### src/rtl/pll_search_pkg.sv
package pll_search_pkg;

   // Comparison-frequency window limits, MHz
   localparam int unsigned CMP_MIN_MHZ = 5;
   localparam int unsigned CMP_MAX_MHZ = 40;

   typedef enum logic [2:0] {
      ST_IDLE,
      ST_HIBOUND,
      ST_LOBOUND,
      ST_CAND,
      ST_FEEDBK,
      ST_RATE
   } srch_state_t;

endpackage

### src/rtl/pll_seq_div.sv
module pll_seq_div #(
   parameter int NUM_W = 20,
   parameter int DEN_W = 10
) (
   input  logic             clk,
   input  logic             rst_n,
   input  logic             go_i,
   input  logic [NUM_W-1:0] num_i,
   input  logic [DEN_W-1:0] den_i,
   output logic             done_o,
   output logic [NUM_W-1:0] quot_o,
   output logic [DEN_W-1:0] rem_o
);
   localparam int CNT_W = $clog2(NUM_W + 1);

   logic [DEN_W-1:0] acc_q;
   logic [NUM_W-1:0] q_q;
   logic [DEN_W-1:0] den_q;
   logic [CNT_W-1:0] cnt_q;
   logic             run_q;
   logic [DEN_W:0]   trial;
   logic [DEN_W:0]   diff;
   logic             ge;

   always_comb begin
      trial = {acc_q, q_q[NUM_W-1]};
      ge    = trial >= {1'b0, den_q};
      diff  = trial - {1'b0, den_q};
   end

   always_ff @(posedge clk or negedge rst_n) begin
      if (!rst_n) begin
         acc_q  <= '0;
         q_q    <= '0;
         den_q  <= '0;
         cnt_q  <= '0;
         run_q  <= 1'b0;
         done_o <= 1'b0;
      end else begin
         done_o <= 1'b0;
         if (go_i) begin
            acc_q <= '0;
            q_q   <= num_i;
            den_q <= den_i;
            cnt_q <= CNT_W'(NUM_W);
            run_q <= 1'b1;
         end else if (run_q) begin
            acc_q <= ge ? diff[DEN_W-1:0] : trial[DEN_W-1:0];
            q_q   <= {q_q[NUM_W-2:0], ge};
            cnt_q <= cnt_q - 1'b1;
            if (cnt_q == CNT_W'(1)) begin
               run_q  <= 1'b0;
               done_o <= 1'b1;
            end
         end
      end
   end

   assign quot_o = q_q;
   assign rem_o  = acc_q;


   rem_bound_chk: assert property (@(posedge clk) disable iff (!rst_n)
      (done_o && den_q != '0) |-> (rem_o < den_q));


   go_idle_chk: assert property (@(posedge clk) disable iff (!rst_n)
      go_i |-> !run_q);

endmodule

### src/rtl/pll_byte_encoder.sv
module pll_byte_encoder #(
   parameter int PRE_W = 8,
   parameter int FB_W  = 20
) (
   input  logic [PRE_W-1:0] prediv_i,
   input  logic [FB_W-1:0]  fbdiv_i,
   output logic [7:0]       pre_code_o,
   output logic [7:0]       lo_code_o,
   output logic [7:0]       hi_code_o
);
   localparam int LO_BITS = 5;

   logic [PRE_W-1:0] pre_m1;
   logic [FB_W-1:0]  fb_m1;
   logic [FB_W-1:0]  fb_up;

   always_comb begin
      pre_m1 = prediv_i - 1'b1;
      fb_m1  = fbdiv_i - 1'b1;
      fb_up  = fb_m1 >> LO_BITS;
   end

   generate
      if (PRE_W >= 8) begin : g_pre_wide
         assign pre_code_o = pre_m1[7:0];
      end else begin : g_pre_narrow
         assign pre_code_o = {{(8-PRE_W){1'b0}}, pre_m1};
      end
   endgenerate

   assign lo_code_o = {3'b000, fb_m1[LO_BITS-1:0]};
   assign hi_code_o = {1'b1, fb_up[6:0]};

endmodule

### src/rtl/pll_div_search.sv
module pll_div_search
   import pll_search_pkg::*;
#(
   parameter int TGT_W    = 12,
   parameter int REF_W    = 10,
   parameter int PRE_W    = 8,
   parameter int FB_LIMIT = 512
) (
   input  logic                   clk,
   input  logic                   rst_n,
   input  logic                   start_i,
   input  logic [TGT_W-1:0]       target_i,
   input  logic [REF_W-1:0]       ref_i,
   output logic                   busy_o,
   output logic                   done_o,
   output logic                   err_o,
   output logic [PRE_W-1:0]       prediv_o,
   output logic [TGT_W+PRE_W-1:0] fbdiv_o,
   output logic [TGT_W+PRE_W-1:0] rate_o,
   output logic [7:0]             prediv_code_o,
   output logic [7:0]             fb_lo_code_o,
   output logic [7:0]             fb_hi_code_o
);
   localparam int NUM_W = TGT_W + PRE_W;
   localparam int DEN_W = REF_W;
   localparam int WIDE_W = NUM_W + REF_W;
   localparam logic [NUM_W-1:0] FB_LIM_V = NUM_W'(FB_LIMIT);

   generate
      if (REF_W < 6) begin : g_bad_ref
         $error("REF_W must hold the window constants");
      end
      if (PRE_W < REF_W - 2) begin : g_bad_pre
         $error("PRE_W too narrow for ref/5");
      end
      if (NUM_W < 13) begin : g_bad_num
         $error("feedback width below register split");
      end
   endgenerate

   srch_state_t      state_q;
   logic             wait_q;
   logic [TGT_W-1:0] tgt_q;
   logic [REF_W-1:0] ref_q;
   logic [PRE_W-1:0] hi_p_q;
   logic [PRE_W-1:0] cur_p_q;
   logic [PRE_W-1:0] best_p_q;
   logic [DEN_W-1:0] best_rem_q;
   logic [NUM_W-1:0] fb_q;

   logic             div_go;
   logic [NUM_W-1:0] div_num;
   logic [DEN_W-1:0] div_den;
   logic             div_done;
   logic [NUM_W-1:0] div_quot;
   logic [DEN_W-1:0] div_rem;

   logic [NUM_W-1:0] cand_prod;
   logic [NUM_W-1:0] best_prod;
   logic [WIDE_W-1:0] rate_prod;
   logic [PRE_W-1:0] lo_p_new;
   logic [PRE_W-1:0] nxt_p;

   always_comb begin
      cand_prod = {{PRE_W{1'b0}}, tgt_q} * {{TGT_W{1'b0}}, cur_p_q};
      best_prod = {{PRE_W{1'b0}}, tgt_q} * {{TGT_W{1'b0}}, best_p_q};
      rate_prod = {{NUM_W{1'b0}}, ref_q} * {{REF_W{1'b0}}, fb_q};
      lo_p_new  = div_quot[PRE_W-1:0] + 1'b1;
      nxt_p     = cur_p_q + 1'b1;
   end

   always_comb begin
      div_num = '0;
      div_den = '0;
      unique case (state_q)
         ST_HIBOUND: begin
            div_num = {{(NUM_W-REF_W){1'b0}}, ref_q};
            div_den = DEN_W'(CMP_MIN_MHZ);
         end
         ST_LOBOUND: begin
            div_num = {{(NUM_W-REF_W){1'b0}}, ref_q};
            div_den = DEN_W'(CMP_MAX_MHZ);
         end
         ST_CAND: begin
            div_num = cand_prod;
            div_den = ref_q;
         end
         ST_FEEDBK: begin
            div_num = best_prod;
            div_den = ref_q;
         end
         ST_RATE: begin
            div_num = rate_prod[NUM_W-1:0];
            div_den = {{(DEN_W-PRE_W){1'b0}}, best_p_q};
         end
         default: begin
            div_num = '0;
            div_den = '0;
         end
      endcase
      div_go = (state_q != ST_IDLE) && !wait_q;
   end

   pll_seq_div #(
      .NUM_W(NUM_W),
      .DEN_W(DEN_W)
   ) i_div (
      .clk    (clk),
      .rst_n  (rst_n),
      .go_i   (div_go),
      .num_i  (div_num),
      .den_i  (div_den),
      .done_o (div_done),
      .quot_o (div_quot),
      .rem_o  (div_rem)
   );

   always_ff @(posedge clk or negedge rst_n) begin
      if (!rst_n) begin
         state_q    <= ST_IDLE;
         wait_q     <= 1'b0;
         tgt_q      <= '0;
         ref_q      <= '0;
         hi_p_q     <= '0;
         cur_p_q    <= '0;
         best_p_q   <= '0;
         best_rem_q <= '0;
         fb_q       <= '0;
         done_o     <= 1'b0;
         err_o      <= 1'b0;
         prediv_o   <= '0;
         fbdiv_o    <= '0;
         rate_o     <= '0;
      end else begin
         done_o <= 1'b0;
         if (div_go) begin
            wait_q <= 1'b1;
         end
         unique case (state_q)
            ST_IDLE: begin
               if (start_i) begin
                  tgt_q   <= target_i;
                  ref_q   <= ref_i;
                  wait_q  <= 1'b0;
                  state_q <= ST_HIBOUND;
               end
            end
            ST_HIBOUND: begin
               if (div_done) begin
                  hi_p_q  <= div_quot[PRE_W-1:0];
                  wait_q  <= 1'b0;
                  state_q <= ST_LOBOUND;
               end
            end
            ST_LOBOUND: begin
               if (div_done) begin
                  wait_q     <= 1'b0;
                  cur_p_q    <= lo_p_new;
                  best_p_q   <= PRE_W'(1);
                  best_rem_q <= ref_q;
                  if (hi_p_q < lo_p_new) begin
                     err_o    <= 1'b1;
                     prediv_o <= '0;
                     fbdiv_o  <= '0;
                     rate_o   <= '0;
                     done_o   <= 1'b1;
                     state_q  <= ST_IDLE;
                  end else if (lo_p_new < hi_p_q) begin
                     state_q <= ST_CAND;
                  end else begin
                     state_q <= ST_FEEDBK;
                  end
               end
            end
            ST_CAND: begin
               if (div_done) begin
                  wait_q <= 1'b0;
                  if (div_rem < best_rem_q && div_quot < FB_LIM_V) begin
                     best_p_q   <= cur_p_q;
                     best_rem_q <= div_rem;
                  end
                  cur_p_q <= nxt_p;
                  if (nxt_p >= hi_p_q) begin
                     state_q <= ST_FEEDBK;
                  end
               end
            end
            ST_FEEDBK: begin
               if (div_done) begin
                  fb_q    <= div_quot;
                  wait_q  <= 1'b0;
                  state_q <= ST_RATE;
               end
            end
            ST_RATE: begin
               if (div_done) begin
                  wait_q   <= 1'b0;
                  err_o    <= 1'b0;
                  prediv_o <= best_p_q;
                  fbdiv_o  <= fb_q;
                  rate_o   <= div_quot;
                  done_o   <= 1'b1;
                  state_q  <= ST_IDLE;
               end
            end
            default: state_q <= ST_IDLE;
         endcase
      end
   end

   assign busy_o = (state_q != ST_IDLE);

   pll_byte_encoder #(
      .PRE_W(PRE_W),
      .FB_W (NUM_W)
   ) i_enc (
      .prediv_i   (prediv_o),
      .fbdiv_i    (fbdiv_o),
      .pre_code_o (prediv_code_o),
      .lo_code_o  (fb_lo_code_o),
      .hi_code_o  (fb_hi_code_o)
   );


   frozen_inputs_chk: assert property (@(posedge clk) disable iff (!rst_n)
      (busy_o && $past(busy_o)) |-> ($stable(tgt_q) && $stable(ref_q)));


   done_not_busy_chk: assert property (@(posedge clk) disable iff (!rst_n)
      done_o |-> !busy_o);


   done_single_chk: assert property (@(posedge clk) disable iff (!rst_n)
      done_o |=> !done_o);


   rate_below_target_chk: assert property (@(posedge clk) disable iff (!rst_n)
      (done_o && !err_o) |-> (rate_o <= {{PRE_W{1'b0}}, tgt_q}));


   fb_limit_chk: assert property (@(posedge clk) disable iff (!rst_n)
      (done_o && !err_o && prediv_o != PRE_W'(1)) |-> (fbdiv_o < FB_LIM_V));

endmodule

### config.mk
export PLATFORM = sky130hd
export DESIGN_NAME = pll_div_search
export DESIGN_NICKNAME = d
export VERILOG_FILES = /design/src/rtl/pll_search_pkg.sv /design/src/rtl/pll_seq_div.sv /design/src/rtl/pll_byte_encoder.sv /design/src/rtl/pll_div_search.sv
export SDC_FILE = /design/constraint.sdc
export NUM_CORES = 1
export LEC_CHECK = 0
export BUFFER_PORTS_ARGS = -buffer_cell sky130_fd_sc_hd__buf_4
export CAP_MARGIN = 15
export CORE_UTILIZATION = 35
export CTS_CLUSTER_DIAMETER = 150
export CTS_CLUSTER_SIZE = 8
export DETAILED_ROUTE_END_ITERATION = 12
export PLACE_DENSITY = 0.49
export SLEW_MARGIN = 10
export SYNTH_ARGS = -nofsm -noshare
export SYNTH_HDL_FRONTEND = slang
export SYNTH_SLANG_ARGS = --single-unit
### constraint.sdc
create_clock -name clk -period 17.5 [get_ports clk]
set_clock_uncertainty 0.05 [all_clocks]
set_input_delay 3.5 -clock clk [delete_from_list [all_inputs] [get_ports clk]]
set_output_delay 3.5 -clock clk [all_outputs]
set_load 0.02 [all_outputs]
==> Word level (Yosys, flattened, before mapping) <==
Index checks and enable logic that the tools add are counted.
{ "word_totals": {"regBits": 177, "input_bits": 25, "output_inout_bits": 75} }
{ "op_classes": {"add_sub_neg": 6, "mul": 3, "order_cmp": 6, "eq_ne": 15, "mux": 58, "reduce_logical": 18} }
{ "ops": {"columns": ["op", "n"], "rows": [
  ["20-bit two-way mux", 6],
  ["20-bit one-hot mux with 2 select lines", 2],
  ["20-bit one-hot mux with 4 select lines", 1],
  ["8-bit two-way mux", 8],
  ["10-bit two-way mux", 6],
  ["8-bit one-hot mux with 2 select lines", 3],
  ["12-bit by 8-bit multiplier with 20-bit output", 2],
  ["10-bit one-hot mux with 4 select lines", 1],
  ["3-bit two-way mux", 9],
  ["20-bit by 10-bit < comparator with 1-bit output, second input constant", 1],
  ["10-bit by 20-bit multiplier with 20-bit output", 1],
  ["10-bit one-hot mux with 2 select lines", 1],
  ["3-bit one-hot mux with 6 select lines", 1],
  ["8-bit by 1-bit adder with 8-bit output, second input constant", 2],
  ["8-bit < comparator", 2],
  ["1-bit two-way mux", 15],
  ["12-bit by 1-bit subtractor with 12-bit output, second input constant", 1],
  ["11-bit by 10-bit greater-or-equal comparator with 1-bit output", 1],
  ["10-bit < comparator", 1],
  ["5-bit two-way mux", 2],
  ["2-bit by 1-bit inequality test with 1-bit output, second input constant", 5],
  ["10-bit subtractor", 1],
  ["8-bit greater-or-equal comparator", 1],
  ["2-bit inequality test, second input constant", 4],
  ["other kinds (18)", 29]
]} }

==> Logic depth before layout (Yosys ltp) <==
{ "logic_depth": {"ltp_word": 6, "mapped_depth": 22} }

==> Cells and area by module <==
Synthesis repeated with hierarchy kept, for this count alone.
{ "unflattened": {"cells_unflattened": 2243, "area_unflattened_um2": 20053.0} }
{ "modules_own_cells": {"columns": ["module", "n_inst", "cells_each", "area_each_um2", "seq_area_each_um2"], "rows": [
  ["pll_div_search", 1, 1928, 17067.6, 3253.1],
  ["pll_seq_div", 1, 262, 2606.2, 1176.1],
  ["pll_byte_encoder", 1, 53, 379.1, 0.0]
]} }

==> Worst setup path before layout <==
No wires, ideal clock.
{ "synth_path": {"kind": "flip-flop to flip-flop", "from": "reg ref_q[2]", "to": "reg i_div.q_q[16] (netlist: i_div.quot_o[16])", "setup_time_ns": 0.124, "arrival_ns": 5.338, "path_slack_ns": 11.988, "stages_incl_launch_ff": 21, "path_buffers": 2, "period_less_slack_ns": 5.512, "path_cell_list": "dfrtp_1 -> clkbuf_1 -> buf_1 -> nand2_1 -> fa_1 -> inv_1 -> fa_1 -> fa_1 -> fa_1 -> inv_1 -> fa_1 -> inv_1 -> ha_1 -> a21o_1 -> a21oi_1 -> nor3b_1 -> a21oi_1 -> a21o_1 -> a211oi_1 -> nor3_1 -> a211o_1"} }
{ "synth_between": {"elab_chain_cells": 3} }
{ "synth_rtl": {"columns": ["item", "line_no", "source"], "rows": [
  ["start, declared", "pll_div_search.sv:44", "logic [REF_W-1:0] ref_q;"],
  ["start signal, assigned", "pll_div_search.sv:143", "ref_q <= ref_i;"],
  ["10-bit by 20-bit multiplier with 20-bit output", "pll_div_search.sv:67", "rate_prod = {{NUM_W{1'b0}}, ref_q} * {{REF_W{1'b0}}, fb_q};"],
  ["20-bit one-hot mux with 4 select lines", "pll_div_search.sv:75", "unique case (state_q)"],
  ["20-bit two-way mux", "pll_seq_div.sv:41", "if (go_i) begin"],
  ["end signal, assigned", "pll_seq_div.sv:43", "q_q <= num_i;"],
  ["end signal, assigned", "pll_seq_div.sv:49", "q_q <= {q_q[NUM_W-2:0], ge};"],
  ["end, declared", "pll_seq_div.sv:17", "logic [NUM_W-1:0] q_q;"]
]} }
No other way between the ends.
A chain may end at the register's enable or synchronous reset.

==> Worst setup path after layout <==
{ "layout_path": {"from": "reg ref_q[1]", "to": "reg i_div.q_q[19] (netlist: i_div.quot_o[19])"} }
The elaborated chain is that of the path after synthesis.

==> out/results.ini <==
[critical_path]
timing.critical_path.cells = nand2_1, fa_1, inv_1, fa_1, inv_1, fa_1, inv_1, fa_1, inv_1, fa_1, inv_1, ha_1, o21a_1, or2_2, a41oi_2, o31a_2, o21ai_2, a31oi_4, xnor2_1, o311ai_1
critPathMaxFanout = 23
worstRegToRegCells = 20
critical_path_required_ps = 17840
crit_path_end_kind = flop
critical-path-slowest-cell = dfrtp_1
critical_register_to_register_path_startpoint = ref_q[1]
timing.reg2reg.setup_slack_ps = 11610
cp_slowest_stage_delay_ps = 880
setup_cp_type = flop to flop
cp_data_arrival_time_ps = 6230
regToRegEndpoint = i_div.quot_o[19]
startpoint_type = flop

[synthesis]
yosysSeqAreaShare = 0.225
ys_types = 77
yosys_top_cell_area_share = 0.226
ys_warn_count = 0
netlist_area_mm2 = 0.0197
yosysTopAreaCell = fa_1
synth.ff_latch_count = 177
edff_count_synth = 0
synth_area_leaders = fa_1 (23%), dfrtp_1 (22%), ha_1 (9.8%)
synth_cells = 2189
syn_avg_cell_area_um2 = 9.01
asyncSetResetFlopFracSynth = 1.00
synth-main-ff-cell = dfrtp_1

[grt]
groute.layer.met1.usage = 0.301
globalRouteTotalUtil = 0.218
first_global_vias = 16100
grt_pass1_wl_mm = 94.6
globalRouteMet2Util = 0.353
grt_most_used_layer = met2
grt_start_max_net_pins = 68
globalRouteOverflowTotal = 0
grt.met3_usage = 0.0302
grt_antenna_before_repair = 1

[floorplan]
row_count = 86
chipWidth_um = 239
start_util = 0.356
core_region_area_mm2 = 0.0554
fp.dieArea_mm2 = 0.0573
num_io_pins = 100
die-height_um = 239

[route]
drt-vias-per-instance = 5.19
routed_wirelength_mm = 59.1
drt_first_pass_iters = 5
route.detailed.drc = 0
first_iter_violations = 954
drt.antenna.violating_nets = 0
wl_per_cell_um = 19.9
dr_total_vias = 15400

[run]
number_of_max_capacitance_violations_reported = 0

[clock_tree]
root_buffer = clkbuf_16
cts_resized = 0
path_clk_slew_ps = 80
htreeDepth = 4
cts.path.max_buffers = 2
tritoncts_num_sinks = 177
worstSkewPairLatency_ps = 490
cts-hold-fix-buffers = 0
cts_tree = built
post_cts_buffers = 0
cts_buffers = 17

[min_path]
worst_hold_startpoint = i_div.den_q[9]
min_delay_worst_endpoint = i_div.den_q[9]
worst_hold_path_type = flop to flop
worstHoldPathCells = 1

[sta]
period_share = 0.337
final-max-slew-violation-count = 0
setup_viol = 0
layout_setup_ws_ps = 11610
hold_viol_final = 0
timing.fmax_mhz = 170
grt_setup_unrepaired = no
timing.final.crit_period_ps = 5890
slew_at_the_pin_closest_to_its_max_slew_limit_ps = 1120
timing.slew.headroom = 0.254
setup_total_negative_slack_ps = 0

[finish]
post-route-util = 0.391
final_cell_area_mm2 = 0.0217
layout-drive-gt1-share = 0.101
fill_cell_total_of_the_finished_layout = 5560
area_delta_synth_final_pct = 9.79
mostFrequentLayoutCell = nand2_1
area.sequential_mm2 = 0.00443
design.final.nets = 2609
most-common-layout-cells = nand2_1 (339), inv_1 (303), fa_1 (223)
number_of_diodes = 0
multi_input_area_mm2 = 0.0137

[placed_design]
place_worst_setup_slack_ps = 11690
gpl.final_weighted_congestion = 0.876
dpl.hpwl_mm = 44.5
port_buffers = 95
placed_cell_area_mm2 = 0.0211

[pwr]
finalPower_mw = 1.57
power_density_mw_per_mm2 = 72.4
peakVddDrop_mv = 0.0736
p_leak_nw = 10.8

[status]
run_status = completed

==> synth_stat cells, types with 12 or more instances <==
master	instances
o21ai_0	110
ha_1	155
a21o_1	25
mux2_2	46
xor2_1	36
mux2i_1	47
nand2_1	339
a22oi_1	19
nor3_1	21
dfrtp_1	177
a211oi_1	14
clkbuf_1	100
inv_1	303
o22ai_1	30
nor4_1	12
nand3_1	23
nor2_1	61
xnor2_1	57
fa_1	223
a21oi_1	60
and2_1	170
==> stage by stage <==
step                      cells  hold WS (ps)
after floorplan            2191           404
final                      2966           460
after detailed placement   2934           445
after CTS                  2965           462
after global placement     2934           434
after global routing       2966           471
==> power by group <==
part,internal [mW],total [mW],switching [mW],leakage [nW]
clock network,0.192,0.385,0.193,0.272
registers,0.457,0.601,0.144,2.32
logic,0.258,0.581,0.324,8.24
total,0.906,1.57,0.661,10.8
==> worst max-delay path, delay by kind of cell (launching register included) <==
family / cells / cell delay (ps)
DFF: 1 / 880
AOI/OAI and AO/OA: 6 / 1270
xor gates and xnor gates: 1 / 160
adders and majority gates: 6 / 2860
buffers and inverters: 5 / 260
and+or+nand+nor: 2 / 310
==> final cells by class <==
type,count,area share
Sequential cell,177,0.205
Inverter,305,0.0529
Tap cell,748,0.0432
Multi-Input combinational cell,1590,0.633
Clock buffer,19,0.0209
Timing Repair Buffer,115,0.0403
Clock inverter,12,0.00479
==> routing by layer <==
| metal | vias up | wire (um) | share of wire |
|---|---|---|---|
| li1 | 7104 | - | - |
| met4 | 0 | 1340 | 0.023 |
| met1 | 7788 | 27300 | 0.46 |
| met3 | 67 | 3150 | 0.053 |
| met5 | - | 0 | 0 |
| met2 | 431 | 27300 | 0.46 |
==> sequential cells by signal, indices dropped and copies added (netlist names), 12 cells and up <==
| register | count |
|---|---|
| fb_q | 20 |
| fbdiv_o | 20 |
| i_div.quot_o | 20 |
| rate_o | 20 |
| tgt_q | 12 |
==> worst max path at each step <==
stage | from | to | slack (ps)
final | ref_q[1] | i_div.quot_o[19] | 11610
after global routing | ref_q[1] | i_div.quot_o[16] | 11230
after CTS | ref_q[1] | i_div.quot_o[19] | 11650
after detailed placement | ref_q[1] | i_div.quot_o[16] | 11690
after global placement | ref_q[1] | i_div.quot_o[16] | 11740
after floorplan | ref_q[2] | i_div.quot_o[16] | 11990
==> kinds of logic after synthesis <==
group | count (synthesis) | synth area share
AO/OA/AOI/OAI | 343 | 0.113
XOR/XNOR | 93 | 0.0413
adder cells (fa/ha/maj) | 378 | 0.325
buffers and inverters | 424 | 0.0821
flip-flops | 177 | 0.225
multiplexers | 93 | 0.0501
other | 2 | 0.000381
AND/OR/NAND/NOR | 679 | 0.164
No activity file was read; power rests on OpenSTA's default activity.
